**src/rtl/smbr_pkg.sv**
```systemverilog
package smbr_pkg;

  typedef enum logic [2:0] {
    P_IDLE,   // no transaction, or one ended by stop
    P_CMD,    // write address seen, waiting for command
    P_WDAT,   // command accepted, taking data bytes
    P_RD,     // serving transmit requests
    P_DONE    // read ended by NACK or command refused
  } phase_e;

  // pick one byte lane of a word register
  function automatic logic [7:0] word_lane(input logic [15:0] w, input logic hi);
    return hi ? w[15:8] : w[7:0];
  endfunction

  // clamp a count byte to a limit
  function automatic logic [7:0] clamp8(input logic [7:0] c, input logic [7:0] lim);
    return (c > lim) ? lim : c;
  endfunction

endpackage

```
**src/rtl/smbr_regfile.sv**
```systemverilog
module smbr_regfile #(
  parameter int NREG = 4,
  localparam int RW = $clog2(NREG)
) (
  input  logic          clk,
  input  logic          rst_n,
  input  logic          we_lo,
  input  logic          we_hi,
  input  logic [RW-1:0] waddr,
  input  logic [7:0]    wdata,
  input  logic [RW-1:0] raddr,
  output logic [15:0]   rdata
);

  logic [15:0] mem [NREG];

  for (genvar g = 0; g < NREG; g++) begin : g_reg
    always_ff @(posedge clk) begin
      if (!rst_n) begin
        mem[g] <= 16'h0000;
      end else if (waddr == RW'(g)) begin
        if (we_lo) mem[g][7:0]  <= wdata;
        if (we_hi) mem[g][15:8] <= wdata;
      end
    end
  end

  assign rdata = mem[raddr];

  // a data byte lands in exactly one lane
  a_r3_one_lane: assert property (@(posedge clk) disable iff (!rst_n)
    !(we_lo && we_hi));

endmodule

```
**src/rtl/smbr_blkbuf.sv**
```systemverilog
module smbr_blkbuf #(
  parameter int MAX_BLK = 32,
  localparam int IW  = $clog2(MAX_BLK + 2),
  localparam int BAW = $clog2(MAX_BLK)
) (
  input  logic           clk,
  input  logic           rst_n,
  input  logic           len_we,
  input  logic [IW-1:0]  len_in,
  input  logic           we,
  input  logic [BAW-1:0] waddr,
  input  logic [7:0]     wdata,
  input  logic [BAW-1:0] raddr,
  output logic [7:0]     rbyte,
  output logic [IW-1:0]  len
);

  logic [7:0] mem [MAX_BLK];

  always_ff @(posedge clk) begin
    if (!rst_n) len <= '0;
    else if (len_we) len <= len_in;
  end

  for (genvar g = 0; g < MAX_BLK; g++) begin : g_byte
    always_ff @(posedge clk) begin
      if (!rst_n) mem[g] <= 8'h00;
      else if (we && waddr == BAW'(g)) mem[g] <= wdata;
    end
  end

  assign rbyte = mem[raddr];

  // stored length never exceeds the buffer
  a_r8_len_bound: assert property (@(posedge clk) disable iff (!rst_n)
    len <= IW'(MAX_BLK));

endmodule

```
**src/rtl/smbr_seq.sv**
```systemverilog
module smbr_seq
  import smbr_pkg::*;
#(
  parameter int          NREG    = 4,
  parameter int          MAX_BLK = 32,
  parameter logic [7:0]  BLK_CMD = 8'h80,
  localparam int RW  = $clog2(NREG),
  localparam int IW  = $clog2(MAX_BLK + 2),
  localparam int BAW = $clog2(MAX_BLK)
) (
  input  logic           clk,
  input  logic           rst_n,
  input  logic           ev_addr,
  input  logic           ev_addr_rd,
  input  logic           ev_rx,
  input  logic [7:0]     ev_rx_byte,
  output logic           rx_ack,
  input  logic           ev_tx,
  output logic [7:0]     tx_byte,
  input  logic           ev_mack,
  input  logic           ev_mack_nack,
  input  logic           ev_stop,
  output logic           ovf,
  // register file
  output logic           reg_we_lo,
  output logic           reg_we_hi,
  output logic [RW-1:0]  reg_addr,
  input  logic [15:0]    reg_rdata,
  // block buffer
  output logic           blk_len_we,
  output logic [IW-1:0]  blk_len_in,
  output logic           blk_we,
  output logic [BAW-1:0] blk_waddr,
  output logic [BAW-1:0] blk_raddr,
  input  logic [7:0]     blk_rbyte,
  input  logic [IW-1:0]  blk_len
);

  localparam logic [7:0]    NREG8   = 8'(NREG);
  localparam logic [7:0]    MAX8    = 8'(MAX_BLK);
  localparam logic [IW-1:0] IDX_MAX = IW'(MAX_BLK);
  localparam logic [IW-1:0] IDX_SAT = IW'(MAX_BLK + 1);

  phase_e        st;
  logic [7:0]    cmd_ptr;
  logic [IW-1:0] idx;

  // named internal events
  logic is_blk, cmd_ok, rx_cmd, rx_dat, nack_now, rd_live, tx_step;
  logic [IW-1:0] idx_inc;

  assign is_blk   = (cmd_ptr == BLK_CMD);
  assign cmd_ok   = (ev_rx_byte < NREG8) || (ev_rx_byte == BLK_CMD);
  assign rx_cmd   = ev_rx && (st == P_CMD);
  assign rx_dat   = ev_rx && (st == P_WDAT);
  assign nack_now = ev_mack && ev_mack_nack;
  assign rd_live  = (st == P_RD) && !nack_now;
  assign tx_step  = ev_tx && rd_live;
  assign idx_inc  = (idx == IDX_SAT) ? idx : idx + 1'b1;

  // write side
  assign reg_we_lo  = rx_dat && !is_blk && (idx == '0);
  assign reg_we_hi  = rx_dat && !is_blk && (idx == IW'(1));
  assign blk_len_we = rx_dat && is_blk && (idx == '0);
  assign blk_we     = rx_dat && is_blk && (idx != '0) && (idx <= IDX_MAX);
  assign ovf        = rx_dat && is_blk && (idx > IDX_MAX);
  assign blk_len_in = IW'(clamp8(ev_rx_byte, MAX8));
  assign blk_waddr  = BAW'(idx - 1'b1);
  assign reg_addr   = cmd_ptr[RW-1:0];

  assign rx_ack = (rx_cmd && cmd_ok) || reg_we_lo || reg_we_hi
                  || blk_len_we || blk_we;

  // transmit side
  assign blk_raddr = BAW'(idx - 1'b1);

  always_comb begin
    tx_byte = 8'hFF;
    if (rd_live) begin
      if (is_blk) begin
        if (idx == '0)           tx_byte = 8'(blk_len);
        else if (idx <= blk_len) tx_byte = blk_rbyte;
      end else begin
        if (idx == '0)           tx_byte = word_lane(reg_rdata, 1'b0);
        else if (idx == IW'(1))  tx_byte = word_lane(reg_rdata, 1'b1);
      end
    end
  end

  always_ff @(posedge clk) begin
    if (!rst_n) begin
      st      <= P_IDLE;
      cmd_ptr <= 8'h00;
      idx     <= '0;
    end else if (ev_addr) begin
      st  <= ev_addr_rd ? P_RD : P_CMD;
      idx <= '0;
    end else if (ev_stop) begin
      st <= P_IDLE;
    end else begin
      if (rx_cmd) begin
        if (cmd_ok) begin
          cmd_ptr <= ev_rx_byte;
          st      <= P_WDAT;
          idx     <= '0;
        end else begin
          st <= P_DONE;
        end
      end
      if (rx_dat) idx <= idx_inc;
      if (tx_step) idx <= idx_inc;
      if (nack_now && st == P_RD) st <= P_DONE;
    end
  end

  // a rejected block byte is never acknowledged
  a_r9_ovf_nack: assert property (@(posedge clk) disable iff (!rst_n)
    ovf |-> !rx_ack);

  // the pointer moves only on a command byte
  a_r2_ptr_hold: assert property (@(posedge clk) disable iff (!rst_n)
    !(ev_rx && st == P_CMD) |=> $stable(cmd_ptr));

  // stop returns to idle
  a_r11_stop_idle: assert property (@(posedge clk) disable iff (!rst_n)
    (ev_stop && !ev_addr) |=> (st == P_IDLE));

  // an ended read only offers released-bus bytes
  a_r5_done_ff: assert property (@(posedge clk) disable iff (!rst_n)
    (st == P_DONE) |-> (tx_byte == 8'hFF));

endmodule

```
**src/rtl/smbus_resp.sv**
```systemverilog
module smbus_resp #(
  parameter int         NREG    = 4,
  parameter int         MAX_BLK = 32,
  parameter logic [7:0] BLK_CMD = 8'h80
) (
  input  logic       clk,
  input  logic       rst_n,
  input  logic       addr_ev,
  input  logic       addr_rd,
  input  logic       rx_ev,
  input  logic [7:0] rx_byte,
  output logic       rx_ack,
  input  logic       tx_ev,
  output logic [7:0] tx_byte,
  input  logic       mack_ev,
  input  logic       mack_nack,
  input  logic       stop_ev,
  output logic       blk_ovf
);

  localparam int RW  = $clog2(NREG);
  localparam int IW  = $clog2(MAX_BLK + 2);
  localparam int BAW = $clog2(MAX_BLK);

  logic           reg_we_lo, reg_we_hi;
  logic [RW-1:0]  reg_addr;
  logic [15:0]    reg_rdata;
  logic           blk_len_we, blk_we;
  logic [IW-1:0]  blk_len_in, blk_len;
  logic [BAW-1:0] blk_waddr, blk_raddr;
  logic [7:0]     blk_rbyte;

  smbr_seq #(.NREG(NREG), .MAX_BLK(MAX_BLK), .BLK_CMD(BLK_CMD)) u_seq (
    .clk(clk), .rst_n(rst_n),
    .ev_addr(addr_ev), .ev_addr_rd(addr_rd),
    .ev_rx(rx_ev), .ev_rx_byte(rx_byte), .rx_ack(rx_ack),
    .ev_tx(tx_ev), .tx_byte(tx_byte),
    .ev_mack(mack_ev), .ev_mack_nack(mack_nack),
    .ev_stop(stop_ev), .ovf(blk_ovf),
    .reg_we_lo(reg_we_lo), .reg_we_hi(reg_we_hi),
    .reg_addr(reg_addr), .reg_rdata(reg_rdata),
    .blk_len_we(blk_len_we), .blk_len_in(blk_len_in),
    .blk_we(blk_we), .blk_waddr(blk_waddr),
    .blk_raddr(blk_raddr), .blk_rbyte(blk_rbyte), .blk_len(blk_len)
  );

  smbr_regfile #(.NREG(NREG)) u_regs (
    .clk(clk), .rst_n(rst_n),
    .we_lo(reg_we_lo), .we_hi(reg_we_hi),
    .waddr(reg_addr), .wdata(rx_byte),
    .raddr(reg_addr), .rdata(reg_rdata)
  );

  smbr_blkbuf #(.MAX_BLK(MAX_BLK)) u_blk (
    .clk(clk), .rst_n(rst_n),
    .len_we(blk_len_we), .len_in(blk_len_in),
    .we(blk_we), .waddr(blk_waddr), .wdata(rx_byte),
    .raddr(blk_raddr), .rbyte(blk_rbyte), .len(blk_len)
  );

endmodule

```
**config.mk**
```make
export PLATFORM = sky130hd
export DESIGN_NAME = smbus_resp
export DESIGN_NICKNAME = d
export VERILOG_FILES = /design/src/rtl/smbr_pkg.sv /design/src/rtl/smbr_regfile.sv /design/src/rtl/smbr_blkbuf.sv /design/src/rtl/smbr_seq.sv /design/src/rtl/smbus_resp.sv
export SDC_FILE = /design/constraint.sdc
export NUM_CORES = 1
export LEC_CHECK = 0
export CAP_MARGIN = 20
export CORE_MARGIN = 3
export CORE_UTILIZATION = 35
export CTS_CLUSTER_DIAMETER = 50
export DETAILED_ROUTE_END_ITERATION = 12
export GPL_ROUTABILITY_DRIVEN = 1
export PLACE_DENSITY_LB_ADDON = 0.2
export SYNTH_ARGS = -nofsm -noshare
export SYNTH_HDL_FRONTEND = slang
export SYNTH_SLANG_ARGS = --single-unit
```
**constraint.sdc**
```tcl
create_clock -name clk -period 6 [get_ports clk]
set_clock_uncertainty 0.15 [all_clocks]
set_input_delay 1.2 -clock clk [delete_from_list [all_inputs] [get_ports clk]]
set_output_delay 1.2 -clock clk [all_outputs]
set_load 0.02 [all_outputs]
```
; ---- Yosys cells after proc, flatten, opt, wreduce, memory -nomap -nowiden
; Memories as Yosys holds them, arrays and structs flattened. A register that Yosys moved wholly into a read port is not among the register bits.
; Index checks and enable logic that the tools add are counted.
; Widths: inputs -> output; s select.
[totals]
regBits = 23
ramBits = 320
in_bits = 17
output_inout_bits = 10
elab_cells = 344
memories = 2
[op_classes]
n_addsub = 2
n_lt_le_gt_ge = 5
eq_ne = 41
mux = 183
n_bitwise = 43
reduce_logical = 64
[mem_list]
columns = memory, depth, word_bits, read_ports, rd_clocked_by_memory_dff, wr, line_no
row1 = u_blk.mem, 32, 8, 1, 0, 32, smbr_blkbuf.sv:18  ; logic [7:0] mem [MAX_BLK];
row2 = u_regs.mem, 4, 16, 1, 1, 4, smbr_regfile.sv:15  ; logic [15:0] mem [NREG];
[op_table]
columns = operator, n
row1 = $mux 8, 46
row2 = $mux 1, 123
row3 = $eq 5x5->1 const B, 16
row4 = $logic_and 1x1->1, 47
row5 = $eq 5x4->1 const B, 8
row6 = $or 1x1->1, 40
row7 = $mux 6, 6
row8 = $eq 5x3->1 const B, 4
row9 = $eq 8x8->1 const B, 2
row10 = $mux 3, 5
row11 = $eq 5x2->1 const B, 2
row12 = $gt 8x6->1 const B, 1
row13 = $lt 8x3->1 const B, 1
row14 = $add 6x1->6 const B, 1
row15 = $eq 3x2->1 const B, 2
row16 = $eq 6x1->1 const B, 1
row17 = $eq 6x6->1 const B, 1
row18 = $gt 6x6->1 const B, 1
row19 = $le 6x6->1, 1
row20 = $le 6x6->1 const B, 1
row21 = $logic_not 6->1, 1
row22 = $mux 2, 3
row23 = $reduce_bool 3->1, 2
row24 = $reduce_bool 6->1, 1
row25 = 14 further kinds, 22

; ---- Longest topological paths before layout
[logic_depth]
ltp_word = 10
mapped_depth = 15
depth_no_buf = 9

; ---- By module
; From an unflattened synthesis, not the netlist that was laid out.
[unflattened]
hier_cells = 1124
area_unflattened_um2 = 16508.3
[modules_own_cells]
columns = mod, instances, cells_each, area_per_inst_um2, seq_area_each_um2
row1 = smbr_blkbuf, 1, 758, 12099.1, 7807.5
row2 = smbr_regfile, 1, 172, 2906.5, 1921.8
row3 = smbr_seq, 1, 194, 1502.7, 340.3

; ---- Worst setup path after synthesis
; No wires, ideal clock.
[synth_path]
path_type = reg-to-output
from = register u_seq.idx[0]
to = output tx_byte[7]
arrival_ps = 3568
t_required_ps = 4650
slack_ps = 1082
stages_incl_launch_ff = 13
n_path_buf = 5
path_cell_list = dfxtp_1 > clkbuf_1 > buf_2 > buf_2 > inv_1 > ha_1 > clkbuf_1 > buf_1 > mux4_2 > a22oi_1 > nand4_1 > a21oi_1 > o311ai_0
[synth_via]
elab_chain_len = 6
[synth_lines]
columns = element, line_no
row1 = "start, declared", smbr_seq.sv:46  ; logic [IW-1:0] idx;
row2 = "start signal, assigned", smbr_seq.sv:110  ; if (rx_dat) idx <= idx_inc;
row3 = "start signal, assigned", smbr_seq.sv:111  ; if (tx_step) idx <= idx_inc;
row4 = $sub 5x1->5, smbr_seq.sv:75  ; assign blk_raddr = BAW'(idx - 1'b1);
row5 = $mem_v2 32x8, --
row6 = $mux 8, smbr_seq.sv:82  ; else if (idx <= blk_len) tx_byte = blk_rbyte;
row7 = $mux 8, smbr_seq.sv:81  ; if (idx == '0) tx_byte = 8'(blk_len);
row8 = $mux 8 *, smbr_seq.sv:80  ; if (is_blk) begin
row9 = $mux 8 *, smbr_seq.sv:79  ; if (rd_live) begin
row10 = "end, declared", smbus_resp.sv:14  ; output logic [7:0] tx_byte,
; Mark *: on every way between the ends. The rest lies on a longest branch, timed or not.

; ---- Worst setup path after layout
[layout_path]
from = register u_seq.idx[1]
to = output tx_byte[6]
; Same word-level chain as after synthesis.

==> summary.md <==
| Metric | Value |
|---|---|
| Result of the run | complete, no violations |
| Dominant delay contributor by cell family on the critical path | compound AO/OA/AOI/OAI gates |
| Transition time of the tightest slew-check pin | 1.00 ns |
| Starting density of the core | 35.5% |
| Gpl congestion | 0.834 |
| Fin cells | 1,922 |
| Number of iterations in the first detailed-routing pass | 6 |
| Setup TNS | 0 ns |
| H-tree levels | 2 |
| M1 wire length | 20.6 mm |
| Pins Over Slew Limit | 0 |
| Synth Register Bits | 345 |
| Vertical die dimension | 223 um |
| Count of input and output buffers | 26 |
| Critical Path Max Stage Delay | 0.56 ns |
| Pwr/cell area | 295 mW/mm2 |
| Setup repair after global routing missed its margin | false |
| Mean number of vias per cell | 5.42 |
| Core footprint | 0.0466 mm2 |
| Gate count of the mapped netlist | 1,259 |
| Vias in the first global route | 10,500 |
| Shortest clock period the worst path allows after layout | 5.52 ns |
| Number of stages on the worst setup path | 10 |
| Worst relative slew slack | 33.3% |
| Wire length of the first global-routing pass | 69.5 mm |
| Number of enable-type register cells in the synthesized netlist | 320 |
| CTS tree | done |
| Top layer used by detailed routing | met5 |
| Number of max-cap violations | 0 |
| Area taken by multi-input logic gates | 0.00600 mm2 |
| Sinks on the clock net | 345 |
| Floorplan die area | 0.0499 mm2 |
| Buffer levels on the longest clock path | 3 |
| Instance count after placement with tap cells included | 1,843 |
| Worst Hold Path Cells | 1 |
| DR WL/cell | 23.9 um |
| Pin count of the biggest net entering global routing | 54 |
| Final net count | 1,311 |
| Synth Area per Inst | 13.1 um2 |
| Total Routing Usage GR | 18.6% |
| Aggregate global routing overflow | 0 |
| Asr flop ratio synth | 0% |
| Fraction of layout instances using a drive strength above 1 | 16.7% |
| Total length of routed met3 wires | 2.72 mm |
| Share of the clock period used by the worst path | 92.0% |
| DIE WIDTH | 223 um |
| R2R Setup Slk | 2.15 ns |
| Combined flip-flop and latch cell area | 0.0101 mm2 |
| Number of top-level pins | 27 |
| Critical path type | reg2out |
| CP bufs+invs | 2 |
| Layout Area Growth over Synthesis | 14.9% |
| Number of distinct library cell variants in the gate-level netlist after synthesis | 61 |
| IR Drop Worst-Case VDD | 0.192 mV |
| Worst endpoint required time | 4.65 ns |
| Maximum operating frequency | 0.181 GHz |
| Synth warnings | 0 |
| FF-to-FF path depth | 9 |
| Worst min-delay path category | reg2reg |
| Number of antenna violations at the first check in global routing | 2 |
| Clock transition time at the flip-flop clock pins of the worst setup and hold paths | 0.05 ns |
| Arrival time at the worst endpoint | 4.17 ns |
| CP endpoint kind | primary output |
| Total of hold buffers inserted after clock tree synthesis | 0 |
| Wire length after detailed routing | 45.9 mm |
| Filler cell count in the final layout | 4,301 |
| Maximum fanout encountered on the critical timing path | 12 |
| Finish-stage setup viols | 0 |
| Crit start category | flip-flop |
| Cell Chain, Critical Path | inv_1 > ha_1 > and2b_1 > a211oi_1 > nor2_1 > a221oi_1 > o21ai_0 > a21boi_0 > o21ai_0 > clkdlybuf4s50_1 |
| Area of the mapped netlist | 0.0165 mm2 |
| Leak | 6.82 nW |
| Antenna Violating Nets Remaining | 0 |
| Proportion of synthesized chip area in sequential cells | 61.2% |
| Met2 Routed Length | 21.6 mm |
| Number of core rows | 79 |
| Root buf cell | sky130_fd_sc_hd__clkbuf_16 |
| Final HPWL from detailed placement | 29.2 mm |
| Critical-path cell with the highest stage delay | sky130_fd_sc_hd__clkdlybuf4s50_1 |
| Vias | 10,400 |
| DRC | 0 |
| 1st-iter DRT viols | 1,130 |
| Number of nets produced by synthesis | 1,288 |
| Cell mode on critical path | sky130_fd_sc_hd__o21ai_0 |
| Final-report hold violation count | 0 |
| TritonCTS Buffers | 43 |
| Flip-flop cell with the highest count after synthesis | sky130_fd_sc_hd__edfxtp_1 |
| Worst-Skew Late Latency | 0.56 ns |
final cells by class:
type / count / share of cell area, %
clock buffer: 56 / 6.14
multi-input combinational: 801 / 31.6
tap: 607 / 4.00
sequential: 345 / 53.3
inverter: 11 / 0.217
timing repair buffer: 80 / 3.43
clock inverter: 21 / 1.34
antenna: 1 / 0.0132
through the flow:
step	cell area (um2)	utilization (%)	setup WS, ns	power [mW]	hold slack (ns)
after CTS	19000	40.8	0.232	5.65	0.332
after floorplan	16500	-	1.08	2.90	0.303
after global routing	19000	40.8	0.212	5.78	0.346
after detailed placement	17600	37.7	0.840	3.03	0.322
final	19000	40.8	0.478	5.59	0.331
after global placement	17500	37.7	0.776	3.03	0.317
report_power, final:
| part | leakage, nW | internal, mW | switching (mW) | total [mW] |
|---|---|---|---|---|
| Combinational | 2.74 | 0.0803 | 0.162 | 0.242 |
| Sequential | 3.40 | 2.71 | 0.0277 | 2.74 |
| Clock | 0.688 | 1.59 | 1.03 | 2.62 |
flip-flops by register name, indices dropped and copies added (netlist names), named ones only:
signal	count
u_seq.idx	6
u_blk.mem	256
u_blk.len	6
u_seq.cmd_ptr	8
u_seq.st	3
u_regs.mem	64
final timing paths:
path / start / end
hold / removal: u_seq.cmd_ptr[2] / u_seq.cmd_ptr[2]
setup / recovery: u_seq.idx[1] / tx_byte[6]
setup reg to reg: u_seq.idx[1] / u_regs.mem[2][2]
hold reg to reg: u_seq.cmd_ptr[2] / u_seq.cmd_ptr[2]
worst reg2reg max path, cell delays in order, from the launching register on:
cell,delay [ns]
sky130_fd_sc_hd__dfxtp_1,0.42
sky130_fd_sc_hd__inv_1,0.18
sky130_fd_sc_hd__ha_1,0.31
sky130_fd_sc_hd__and2b_1,0.35
sky130_fd_sc_hd__nand2_4,0.14
sky130_fd_sc_hd__or3_1,0.67
sky130_fd_sc_hd__or3_4,0.55
sky130_fd_sc_hd__or2_1,0.38
sky130_fd_sc_hd__nor2_2,0.38
sky130_fd_sc_hd__and2_1,0.18
cell families after synthesis:
family          count (synthesis)  synth area share [%]
buf+inv                       113                  2.66
mux                            88                  11.4
flops                         345                  61.2
fa+ha+maj                      12                 0.908
xor+xnor                        6                 0.318
simple gates                  590                  19.7
compound gates                105                  3.91
cells in the mapped netlist, types with 8 or more instances:
cell type                  instances  share of area (%)
sky130_fd_sc_hd__dfxtp_1          25                3.0
sky130_fd_sc_hd__nand3_1          32               0.97
sky130_fd_sc_hd__and3_1          103                3.9
sky130_fd_sc_hd__nand4_1          12               0.45
sky130_fd_sc_hd__or3_1             9               0.34
sky130_fd_sc_hd__nor2_1           62                1.4
sky130_fd_sc_hd__clkbuf_1         87                2.0
sky130_fd_sc_hd__mux4_2           80                 11
sky130_fd_sc_hd__inv_1            10               0.23
sky130_fd_sc_hd__a21oi_1          16               0.48
sky130_fd_sc_hd__edfxtp_1        320                 58
sky130_fd_sc_hd__nand2b_1          8               0.30
sky130_fd_sc_hd__a22oi_1           9               0.41
sky130_fd_sc_hd__o21ai_0          39                1.2
sky130_fd_sc_hd__nand2_1         104                2.4
sky130_fd_sc_hd__nor3_1           31               0.94
sky130_fd_sc_hd__and2_1          197                7.5
sky130_fd_sc_hd__ha_1             12               0.91
cell usage in the layout (no fill, tap or decap), drive strengths merged, types with 3 or more instances in the layout:
cell type	count
a211oi	6
a21boi	3
a21oi	16
a22oi	9
a31oi	7
and2	197
and3	103
buf	55
bufinv	5
clkbuf	56
clkdlybuf4s50	25
clkinv	9
clkinvlp	3
dfxtp	25
edfxtp	320
ha	12
inv	15
mux2i	7
mux4	80
nand2	105
nand2b	8
nand3	32
nand4	12
nor2	65
nor3	32
nor3b	4
nor4	4
o21ai	40
o22ai	6
o31ai	4
or2	8
or3	10
xnor2	4
timing repair:
action / CTS / global route
buffers inserted: 0 / 0
gates resized for setup: 0 / 1
setup endpoints to repair: 0 / 1
metal layers:
layer,global-route usage (%),vias up
met3,3.63,69
met4,4.61,2
li1,-,4748
met2,29.5,342
met1,26.3,5257
met5,0,-
(Power assumes the default switching activity.)
